`src/rtl/mcu_mailbox.sv`:
```
module mcu_mailbox #(
  parameter int DEPTH = 16,
  parameter int AW    = 4
) (
  input  logic          clk,
  input  logic          rst_n,
  input  logic          bus_sel,
  input  logic          bus_wr,
  input  logic [AW-1:0] bus_addr,
  input  logic [7:0]    bus_wdata,
  output logic [7:0]    bus_rdata,
  output logic          irq,
  output logic          tx_valid,
  input  logic          tx_ready,
  output logic [7:0]    tx_data,
  input  logic          rx_valid,
  input  logic [7:0]    rx_data
);
  localparam int PW = $clog2(DEPTH);
  localparam int CW = PW + 1;
  localparam logic [CW-1:0] FULL = CW'(DEPTH);

  logic [7:0]    tx_mem [DEPTH];
  logic [7:0]    rx_mem [DEPTH];
  logic [PW-1:0] tx_wp, tx_rp, rx_wp, rx_rp;
  logic [CW-1:0] tx_cnt, rx_cnt, tx_cnt_n, rx_cnt_n;
  logic [3:0]    sta, sta_n, mask, cond, clr;

  wire hit     = (bus_addr[1:0] == 2'b00) && ((bus_addr >> 4) == '0);
  wire sel_int = bus_sel && hit && (bus_addr[3:2] == 2'd0);
  wire sel_dat = bus_sel && hit && (bus_addr[3:2] == 2'd1);
  wire sel_sta = bus_sel && hit && (bus_addr[3:2] == 2'd2);

  wire tx_push = sel_dat && bus_wr && (tx_cnt != FULL);
  wire tx_pop  = tx_valid && tx_ready;
  wire rx_push = rx_valid && (rx_cnt != FULL);
  wire rx_pop  = sel_dat && !bus_wr && (rx_cnt != '0);
  wire rx_ovf  = rx_valid && (rx_cnt == FULL);

  assign tx_cnt_n = tx_cnt + CW'(tx_push) - CW'(tx_pop);
  assign rx_cnt_n = rx_cnt + CW'(rx_push) - CW'(rx_pop);

  assign tx_valid = (tx_cnt != '0);
  assign tx_data  = tx_mem[tx_rp];

  assign cond  = {rx_ovf, rx_cnt_n != '0, tx_cnt_n != FULL, tx_cnt_n == '0};
  assign clr   = (sel_sta && bus_wr) ? bus_wdata[3:0] : 4'b0000;
  assign sta_n = (clr & {rx_ovf, 3'b000}) | (~clr & (sta | cond));
  assign irq   = |(sta & mask);

  always_ff @(posedge clk) begin
    if (tx_push) tx_mem[tx_wp] <= bus_wdata;
    if (rx_push) rx_mem[rx_wp] <= rx_data;
  end

  always_ff @(posedge clk) begin
    if (!rst_n) begin
      tx_wp  <= '0;
      tx_rp  <= '0;
      rx_wp  <= '0;
      rx_rp  <= '0;
      tx_cnt <= '0;
      rx_cnt <= '0;
      sta    <= 4'b0011;
      mask   <= 4'b0000;
    end else begin
      if (tx_push) tx_wp <= tx_wp + 1'b1;
      if (tx_pop)  tx_rp <= tx_rp + 1'b1;
      if (rx_push) rx_wp <= rx_wp + 1'b1;
      if (rx_pop)  rx_rp <= rx_rp + 1'b1;
      tx_cnt <= tx_cnt_n;
      rx_cnt <= rx_cnt_n;
      sta    <= sta_n;
      if (sel_int && bus_wr) mask <= bus_wdata[7:4];
    end
  end

  always_comb begin
    bus_rdata = 8'h00;
    if (sel_int) bus_rdata = {mask, sta & mask};
    if (sel_dat) bus_rdata = (rx_cnt != '0) ? rx_mem[rx_rp] : 8'h00;
    if (sel_sta) bus_rdata = {4'h0, sta};
  end


  irq_needs_enable_chk: assert property (@(posedge clk) disable iff (!rst_n)
    irq |-> (mask != 4'b0000));


  overflow_sets_chk: assert property (@(posedge clk) disable iff (!rst_n)
    (rx_valid && rx_cnt == FULL) |=> sta[3]);


  clear_wins_chk: assert property (@(posedge clk) disable iff (!rst_n)
    (bus_sel && bus_wr && bus_addr == AW'(8) && bus_wdata[1]) |=> !sta[1]);


  depth_bound_chk: assert property (@(posedge clk) disable iff (!rst_n)
    (rx_cnt <= FULL) && (tx_cnt <= FULL));


  empty_read_chk: assert property (@(posedge clk) disable iff (!rst_n)
    (bus_sel && !bus_wr && bus_addr == AW'(4) && rx_cnt == '0 && !rx_valid) |=> (rx_cnt == '0));


  tx_hold_chk: assert property (@(posedge clk) disable iff (!rst_n)
    (tx_valid && !tx_ready && !(bus_sel && bus_wr)) |=> (tx_valid && $stable(tx_data)));
endmodule

```
`config.mk`:
```
export PLATFORM = sky130hd
export DESIGN_NAME = mcu_mailbox
export DESIGN_NICKNAME = d
export VERILOG_FILES = /design/src/rtl/mcu_mailbox.sv
export SDC_FILE = /design/constraint.sdc
export NUM_CORES = 1
export LEC_CHECK = 0
export BUFFER_PORTS_ARGS = -buffer_cell sky130_fd_sc_hd__buf_2
export CAP_MARGIN = 20
export CORE_ASPECT_RATIO = 1.2
export CORE_UTILIZATION = 55
export DETAILED_ROUTE_END_ITERATION = 7
export GPL_ROUTABILITY_DRIVEN = 0
export PLACE_DENSITY = 0.75
export SLEW_MARGIN = 0
export SYNTH_ARGS = -nofsm -noshare
export SYNTH_HDL_FRONTEND = slang
export SYNTH_SLANG_ARGS = --single-unit
```
`constraint.sdc`:
```
create_clock -name clk -period 3.1 [get_ports clk]
set_input_delay 0.31 -clock clk [delete_from_list [all_inputs] [get_ports clk]]
set_output_delay 0.31 -clock clk [all_outputs]
set_load 0.01 [all_outputs]
```
==> impl_results.md, run 1 <==
* Worst-Skew Late Latency at 540 ps
* Worst EP arrival at 3370 ps
* Area Growth Syn to Fin at 15.29%
* Synth cell types at 41
* CP Capture Type: register
* VDD IR max at 0.5471 mV
* Drc violations at 0
* # diodes at 0
* Syn Nets at 689
* First-pass GRT wire length at 35540 microns
* Starting density of the core at 56.64%
* RR Endpoint: sta[1]
* CP Class: register to register
* CTS sink count at 298
* Flop2flop setup slack at 120 ps
* Core Util, Final at 65.30%
* RSZ-0062 raised after global routing: true
* Chip width at 136.6 microns
* Tightest Pin Transition at 811.1 ps
* Skew final at 11.54 ps
* Root Buffer: clkbuf_16
* CTS Buffer Depth at 3
* Largest net degree at the start of global routing at 40
* Gr usage total at 21.67%
* Site Rows at 58
* IO Port Bufs at 43
* # IOs at 44
* Final Cycle Share at 96.05%
* Tot Pwr at 9.996 mW
* Hold Crit Start: rx_valid
* WHS Endpoint: sta[3]
* HPWL Detailed at 15480 microns
* WL/cell at 22.56 microns
* # fillers at 1377
* Async SR Flop Fraction at 0%
* Clock period minus worst slack at 2978 ps
* Mean Syn Cell Area at 18.69 sq um
* Req. time, crit path at 3490 ps
* Total power per unit cell area at 724.9 nW/um^2
* Die Y at 163.5 microns
* TNS Setup at 0 ps
* Leakage at 4.535 nW
* Number of global-route vias before repair at 6294
* Synth warn at 0
* Area leader, netlist: edfxtp_1
* Max-Cap Viols at 0
* Total Wirelength at 22970 microns
* Synthesized area at 11960 sq um
* Hold Crit Class: input port to register
* Outcome: finished clean
* Remaining global-route overflow at 0
* Register area share after synthesis at 71.30%
* Final worst slack at 122.4 ps
* Area share of the largest cell type after synthesis at 64.27%
* Max frequency at 335.8 MHz
* Yosys reg bits at 298
* CTS tree: yes
* CP startpoint kind: register
* Net count, final at 775
* Initial antenna violation count at 0
* Max Transition Viols Final at 0
* Reg2Reg Depth at 13
* Post-Syn Instances at 640
* Max FO, Critical Path at 3
* DR pass1 iterations at 4
* Worst r2r src: tx_cnt[3]
* Main flop type after synthesis: edfxtp_1
* Share of layout cells above drive strength 1 at 30.75%
* Fin Hold WS at 99.48 ps
* Setup WS pre-CTS at -128.2 ps
* # Post-CTS Setup Buffers at 0
* Hold-critical path depth at 3
* Core Area at 21120 sq um
* Ranking of synthesized cells by area: edfxtp_1 (64%), mux4_2 (14%), dfxtp_1 (7.0%)
* Slew HR at 45.72%
* Clk pin slew, worst setup/hold paths at 60 ps
* CTS Hold Bufs at 0
* Die area at 22340 sq um
* ANT nets after route at 0
* Final Setup Violations at 0
* DR vias at 5943
* TritonCTS Buffers at 28
* Initial drt markers at 399
* Vias per cell at 5.838
* Post-synth EDFFs at 256
* H-Tree Level Count at 1
* Final hold violation count at 0
-- layout by cell type (no fill, tap or decap), types with 15 or more instances in the layout --
| master | netlist | layout |
|---|---|---|
| and2_1 | 23 | 23 |
| buf_2 | 8 | 43 |
| buf_4 | 2 | 43 |
| clkbuf_16 | 0 | 29 |
| dfxtp_1 | 42 | 38 |
| edfxtp_1 | 256 | 256 |
| ha_1 | 21 | 19 |
| inv_1 | 16 | 16 |
| mux4_2 | 72 | 72 |
| nand2_1 | 26 | 26 |
| nor2_1 | 27 | 26 |
| xnor2_1 | 17 | 15 |
-- report_power, final --
part           switching [mW]  internal, mW
Clock                    1.42          2.24
Combinational           0.857         0.890
Sequential             0.0930          4.49
-- synth_stat cells (5+ instances only) --
| library cell | number |
|---|---|
| mux2_2 | 8 |
| o21ai_0 | 6 |
| dfxtp_1 | 42 |
| buf_2 | 8 |
| ha_1 | 21 |
| clkbuf_1 | 15 |
| nor3_1 | 8 |
| inv_1 | 16 |
| a22oi_1 | 7 |
| edfxtp_1 | 256 |
| mux4_2 | 72 |
| nor2b_1 | 14 |
| o211ai_1 | 8 |
| and2_1 | 23 |
| nor2_1 | 27 |
| xnor2_1 | 17 |
| nand2b_1 | 5 |
| buf_1 | 6 |
| nand2_1 | 26 |
| mux2i_1 | 12 |
-- how the worst max path moves through the flow --
stage | start | to | cells after the start
floorplan | bus_addr[3] | sta[1] | 13
global placement | bus_addr[3] | sta[1] | 13
detailed placement | bus_addr[3] | sta[1] | 13
CTS | tx_cnt[3] | sta[0] | 13
global route | tx_cnt[3] | sta[1] | 13
finish | tx_cnt[3] | sta[1] | 13
-- per-layer routing --
layer / GRT usage (%) / part of all wire, % / up-vias
met5: 0 / 0 / -
met4: 8.636 / 3.7 / 0
met3: 3.569 / 3.8 / 57
met2: 39.62 / 55 / 159
met1: 25.10 / 38 / 3051
li1: - / - / 2676
-- logic make-up after synthesis --
| logic type | Yosys count | synth area share (%) |
|---|---|---|
| adders and majority gates | 23 | 2.532 |
| muxes | 92 | 15.32 |
| DFF | 298 | 71.30 |
| xor gates and xnor gates | 21 | 1.538 |
| buffers and inverters | 47 | 1.621 |
| and+or+nand+nor | 125 | 5.764 |
| AOI/OAI and AO/OA | 34 | 1.925 |
-- final cells by class --
cell class	count	area, sq um	area share [%]
Clock inverter	15	232.7	1.688
Sequential cell	298	8536	61.90
Timing Repair Buffer	87	558.0	4.047
Clock buffer	37	765.7	5.553
Multi-Input combinational cell	295	3299	23.93
Inverter	16	60.06	0.4355
Tap cell	270	337.8	2.450
-- state kept, by name, indices dropped and copies added, names as in the netlist, named ones only --
signal	flops
rx_mem	128
tx_mem	128
rx_wp	4
tx_wp	4
tx_rp	4
rx_cnt	5
tx_cnt	5
mask	4
sta	4
rx_rp	4
-- critical path, stage by stage (launching register included) --
cell and delay (ps):
dfxtp_1 330, inv_1 80, ha_1 160, or4b_4 450
and2_1 190, ha_1 270, inv_1 50, ha_2 190
fa_2 350, a21oi_1 160, o21bai_1 110, xnor2_2 180
nor4b_2 240, o21ai_1 90
-- metrics by stage --
step | cells | instance area (sq um)
floorplan | 640 | 11960
global placement | 966 | 12730
detailed placement | 966 | 12730
CTS | 1018 | 13740
global route | 1018 | 13790
finish | 1018 | 13790
-- repair_timing --
item                       in CTS  in global routing
pin swaps                       1                  4
gates cloned                    0                  0
gates resized for setup         2                 14
setup endpoints to repair       1                  9
No activity file was read; power rests on OpenSTA's default activity.
==> inputs of run 2 (changes only) <==
- CAP_MARGIN: 20 -> unset
- CORE_UTILIZATION: 55 -> 49
- PLACE_DENSITY: 0.75 -> 0.68
- TNS_END_PERCENT: unset -> 1
==> run 2 against run 1 <==
Compared with the run above:
- first-iteration DRC count up 3.5%
- cell count grew 4.4%
- critical path depth is the same
- clock-buffer cell count up 1
- setup slack lost 65 ps
- sequential share of layout area is 0.57 points higher
- global-route usage down 2.6 points
- power fell by 5.8%
- clock skew fell by 2.7 ps
==> impl_results.md, run 2 (same netlist as run 1, synthesis figures left out) <==
* Clk pin slew, worst setup/hold paths at 60 ps
* CP Capture Type: register
* WL/cell at 21.64 microns
* CTS Buffer Depth at 3
* Max frequency at 328.7 MHz
* Drc violations at 0
* Leakage at 4.432 nW
* Worst path bufs/invs at 2
* TritonCTS Buffers at 28
* Vias per cell at 5.524
* Cell Chain, Critical Path: inv_1, ha_1, or4b_4, and2_1, ha_1, inv_1, ha_1, fa_2, a21oi_2, o21bai_2, xnor2_2, nor4b_2, o21ai_0
* Worst-Skew Late Latency at 540 ps
* Flop2flop setup slack at 60 ps
* Site Rows at 62
* Core Area at 23970 sq um
* Clock period minus worst slack at 3042 ps
* CP peak stage delay at 460 ps
* Starting density of the core at 49.90%
* Register area at 8531 sq um
* Most common cell after layout, fill and taps aside: edfxtp_1
* Max-Cap Viols at 0
* ANT nets after route at 0
* HPWL Detailed at 16030 microns
* Max Transition Viols Final at 0
* CTS Hold Bufs at 0
* Reg2Reg Depth at 13
* Most frequent cells in the layout: edfxtp_1 (256), mux4_2 (72), buf_2 (43), dfxtp_1 (40), buf_4 (35)
* Hold Crit Start: bus_wr
* H-Tree Level Count at 1
* Tightest Pin Transition at 816.0 ps
* CP Depth at 13
* Die area at 25040 sq um
* Worst EP arrival at 3430 ps
* RSZ-0062 raised after global routing: true
* Area of the multi-input gates at 3296 sq um
* Final hold violation count at 0
* Initial antenna violation count at 2
* VDD IR max at 0.5337 mV
* Total power per unit cell area at 689.7 nW/um^2
* # fillers at 1799
* Largest net degree at the start of global routing at 40
* Outcome: finished clean
* Most used cell, CP: ha_1
* CTS tree: yes
* First-pass GRT wire length at 35010 microns
* RR Endpoint: sta[1]
* Area Growth Syn to Fin at 14.18%
* Biggest regs: rx_mem: 128 flops, tx_mem: 128 flops
* Worst r2r src: tx_cnt[3]
* Total Wirelength at 23010 microns
* # IOs at 44
* DR vias at 5872
* Die Y at 173.1 microns
* CP max stage cell: or4b_4
* Hold-critical path depth at 3
* Initial drt markers at 413
* Delay-heaviest family, CP: adder cells
* TNS Setup at 0 ps
* Number of global-route vias before repair at 6292
* Final Cycle Share at 98.13%
* CP Class: register to register
* Final Setup Violations at 0
* Remaining global-route overflow at 0
* Chip width at 144.6 microns
* Critical path origin: tx_cnt[3]
* Core Util, Final at 56.97%
* DR pass1 iterations at 4
* Skew final at 8.882 ps
* CP startpoint kind: register
* Setup crit end: sta[1]
* Slew HR at 45.40%
* Share of layout cells above drive strength 1 at 28.78%
* Max FO, Critical Path at 3
* Req. time, crit path at 3490 ps
* Gr usage total at 19.06%
* IO Port Bufs at 43
* Net count, final at 769
* Hold Crit Class: input port to register
* Root Buffer: clkbuf_16
* CTS sink count at 298
==> run 2: worst min-delay path: cells and delay by family <==
family | cells | cell delay [ps]
AO/OA/AOI/OAI | 1 | 70
buffers and inverters | 1 | 160
AND/OR/NAND/NOR | 1 | 80
==> run 2: final cells by class <==
type | count | area share [%]
Multi-Input combinational cell | 295 | 24.13
Clock buffer | 38 | 5.635
Antenna cell | 3 | 0.05498
Timing Repair Buffer | 81 | 3.940
Sequential cell | 298 | 62.47
Tap cell | 320 | 2.932
Inverter | 16 | 0.4398
Clock inverter | 12 | 0.3940
==> run 2: worst min-delay path by stage <==
| stage | endpoint | slack, ps |
|---|---|---|
| 3_5_place_dp | mask[3] | 520 |
| 5_1_grt | mask[3] | 150 |
| 2_1_floorplan | rx_mem[0][0] | 410 |
| 6_report | mask[3] | 140 |
| 3_3_place_gp | mask[2] | 500 |
| 4_1_cts | mask[3] | 110 |
==> run 2: power by group <==
group          total (mW)  switching (mW)  internal [mW]
Clock                3.10            1.37           1.72
Combinational        1.71           0.830          0.877
Sequential           4.62           0.122           4.49
Total                9.42            2.32           7.10
==> run 2: through the flow <==
step | std cells | cell area [sq um] | total power [mW] | setup slack (ps) | hold WS (ps)
after CTS | 1060 | 13590 | 9.407 | 2.938 | 112.4
after global placement | 1010 | 12770 | 6.227 | -58.86 | 502.2
after detailed placement | 1010 | 12770 | 6.310 | -130.9 | 521.2
after global routing | 1060 | 13650 | 9.809 | -84.07 | 150.3
after floorplan | 640 | 11960 | 5.790 | 1.224 | 408.9
final | 1063 | 13660 | 9.419 | 57.91 | 136.7
==> run 2: timing repair <==
action                                 in CTS  in global routing
pin swaps                                   1                  3
endpoints found under the hold margin       0                  0
setup endpoints to repair                   1                  6
cloned                                      0                  0
resized for setup                           0                 11
buffers inserted                            0                  0
==> run 2: layer usage <==
| metal | share of wire, % | track usage [%] |
|---|---|---|
| met5 | 0 | 0 |
| met4 | 2.8 | 6.404 |
| met3 | 3.8 | 2.935 |
| met2 | 55 | 35.56 |
| met1 | 38 | 21.82 |
==> inputs of run 3 (changes only) <==
- CORE_MARGIN: unset -> 3
- CORE_UTILIZATION: 49 -> 55
- PLACE_DENSITY: 0.68 -> 0.75
==> run 3 against run 2 <==
Compared with the run above:
- largest power group unchanged
- flip-flop and latch count did not move
- final area rose by 0.49%
- power rose by 2.2%
==> impl_results.md, run 3 (same netlist as run 1, synthesis figures left out) <==
* Initial antenna violation count at 1
* RR Endpoint: sta[1]
* Root Buffer: clkbuf_16
* Die Y at 167.5 microns
* Register area at 8533 sq um
* H-Tree Level Count at 1
* Sequential share of power at 47.6%
* Tightest Pin Transition at 638.2 ps
* Combinational Power Share at 17.7%
* Req. time, crit path at 3480 ps
* Cell Chain, Critical Path: inv_1, ha_1, or4b_4, and2_1, ha_1, inv_1, ha_1, fa_2, a21oi_2, o21bai_2, xnor2_2, nor4b_2, o21ai_1
* # diodes at 0
* Gr usage total at 19.79%
* Final cell count without fillers at 1024
* Hold-critical path depth at 3
* CP Capture Type: register
* Worst path bufs/invs at 2
* Total Wirelength at 22690 microns
* Area Growth Syn to Fin at 14.73%
* Flop2flop setup slack at 90 ps
* Max FO, Critical Path at 3
* Drc violations at 0
* Final Cycle Share at 97.24%
* Delay-heaviest family, CP: adder cells
* Share of layout cells above drive strength 1 at 29.97%
* DR vias at 5955
* Skew final at 11.12 ps
* HPWL Detailed at 15290 microns
* Initial drt markers at 527
* CP Class: register to register
* Most frequent cells in the layout: edfxtp_1 (256), mux4_2 (72), buf_4 (49), buf_2 (43), dfxtp_1 (40)
* # fillers at 1431
* CP max stage cell: or4b_4
* Max Transition Viols Final at 0
* CP peak stage delay at 460 ps
* CP startpoint kind: register
* Die area at 23560 sq um
* Psw at 2.293 mW
* VDD IR max at 0.5054 mV
* ANT nets after route at 0
* Largest net degree at the start of global routing at 40
* Cells after DPL at 972
* Core Area at 21190 sq um
* RSZ-0062 raised after global routing: true
* WL/cell at 22.16 microns
* Chip width at 140.6 microns
* Most common cell after layout, fill and taps aside: edfxtp_1
* Area of the multi-input gates at 3273 sq um
* Tot Pwr at 9.625 mW
* Reg2Reg Depth at 13
* Total power per unit cell area at 701.4 nW/um^2
* Int Power at 7.331 mW
* Final Setup Violations at 0
* Net count, final at 781
* # IOs at 44
* Outcome: finished clean
* Max frequency at 331.7 MHz
* TritonCTS Buffers at 28
* CTS tree: yes
* Site Rows at 58
* Fin Hold WS at 97.10 ps
* Max-Cap Viols at 0
* Clk pin slew, worst setup/hold paths at 60 ps
* Hold Crit Start: rx_valid
* Worst r2r src: tx_cnt[3]
* # Post-CTS Setup Buffers at 0
* Slew HR at 57.40%
* Sw Share at 23.83%
* Worst EP arrival at 3400 ps
* Hold Crit Class: input port to register
* Vias per cell at 5.815
* DR pass1 iterations at 5
* Remaining global-route overflow at 0
* Clock share of power at 34.7%
* WHS Endpoint: sta[3]
* Biggest regs: rx_mem: 128 flops, tx_mem: 128 flops
* Leakage at 4.532 nW
* Most used cell, CP: ha_1
* Worst-Skew Late Latency at 530 ps
* IO Port Bufs at 43
* First-pass GRT wire length at 35800 microns
* CTS Buffer Depth at 3
* Final hold violation count at 0
* TNS Setup at 0 ps
* Clock period minus worst slack at 3014 ps
* Number of global-route vias before repair at 6363
* CTS sink count at 298
* Starting density of the core at 56.44%
[run 3: cell count changes in the layout (fill, tap and decap cells not counted), sizes merged]
cell / previous run / this run
buf: 81 / 93
bufinv: 0 / 3
diode: 3 / 0
clkbuf: 38 / 37
clkinv: 11 / 10
inv: 16 / 17
[run 3: worst register-to-register path: stages, from the launching register on]
cell and delay, ps:
dfxtp_1 330, inv_1 80, ha_1 160, or4b_4 460, and2_1 190, ha_1 270
inv_1 40, ha_1 200, fa_2 360, a21oi_2 160, o21bai_2 90, xnor2_2 170
nor4b_2 290, o21ai_1 90
[run 3: power by group through the flow]
stage / clock, mW / sequential [mW] / combinational [mW]
5_1_grt: 3.61 / 4.60 / 1.86
3_5_place_dp: 0 / 4.67 / 1.64
4_1_cts: 3.42 / 4.59 / 1.71
3_3_place_gp: 0 / 4.66 / 1.55
2_1_floorplan: 0 / 4.64 / 1.15
6_report: 3.34 / 4.59 / 1.70
[run 3: how the worst max path moves through the flow]
stage,from,to,slack (ps),depth (start not counted)
floorplan,bus_addr[3],sta[1],1,13
global placement,bus_addr[3],sta[1],-20,13
detailed placement,bus_addr[3],sta[1],-160,13
CTS,register,bus_rdata[3],20,6
global route,tx_cnt[3],sta[1],-70,13
finish,tx_cnt[3],sta[1],90,13
[run 3: area by class of cell]
class | instances | area share (%)
flip-flops and latches | 298 | 62.19
clock buffers | 37 | 5.507
multi-input cells | 295 | 23.85
inverters | 16 | 0.4377
well taps | 270 | 2.462
clock inverters | 15 | 1.158
repair buffers | 93 | 4.395
[run 3: metal layers]
layer  vias up  share of wire [%]  global-route usage (%)
met5         -              0.031                       0
met4         2                2.5                   6.237
met3        44                5.0                   3.399
met2       161                 56                   36.77
met1      3050                 37                   23.31
li1       2698                  -                       -
[run 3: through the flow]
step,setup WS (ps),utilization [%],cell area (sq um)
floorplan,1.224,-,11960
global placement,-24.71,60.28,12770
detailed placement,-157.8,60.28,12770
CTS,15.14,64.71,13710
global route,-73.91,64.76,13720
finish,85.53,64.76,13720
[run 3: timing repair]
| action | CTS | global route |
|---|---|---|
| setup endpoints to repair | 1 | 10 |
| resized for setup | 4 | 4 |
| hold buffers | 0 | 0 |
| pin swaps | 1 | 3 |
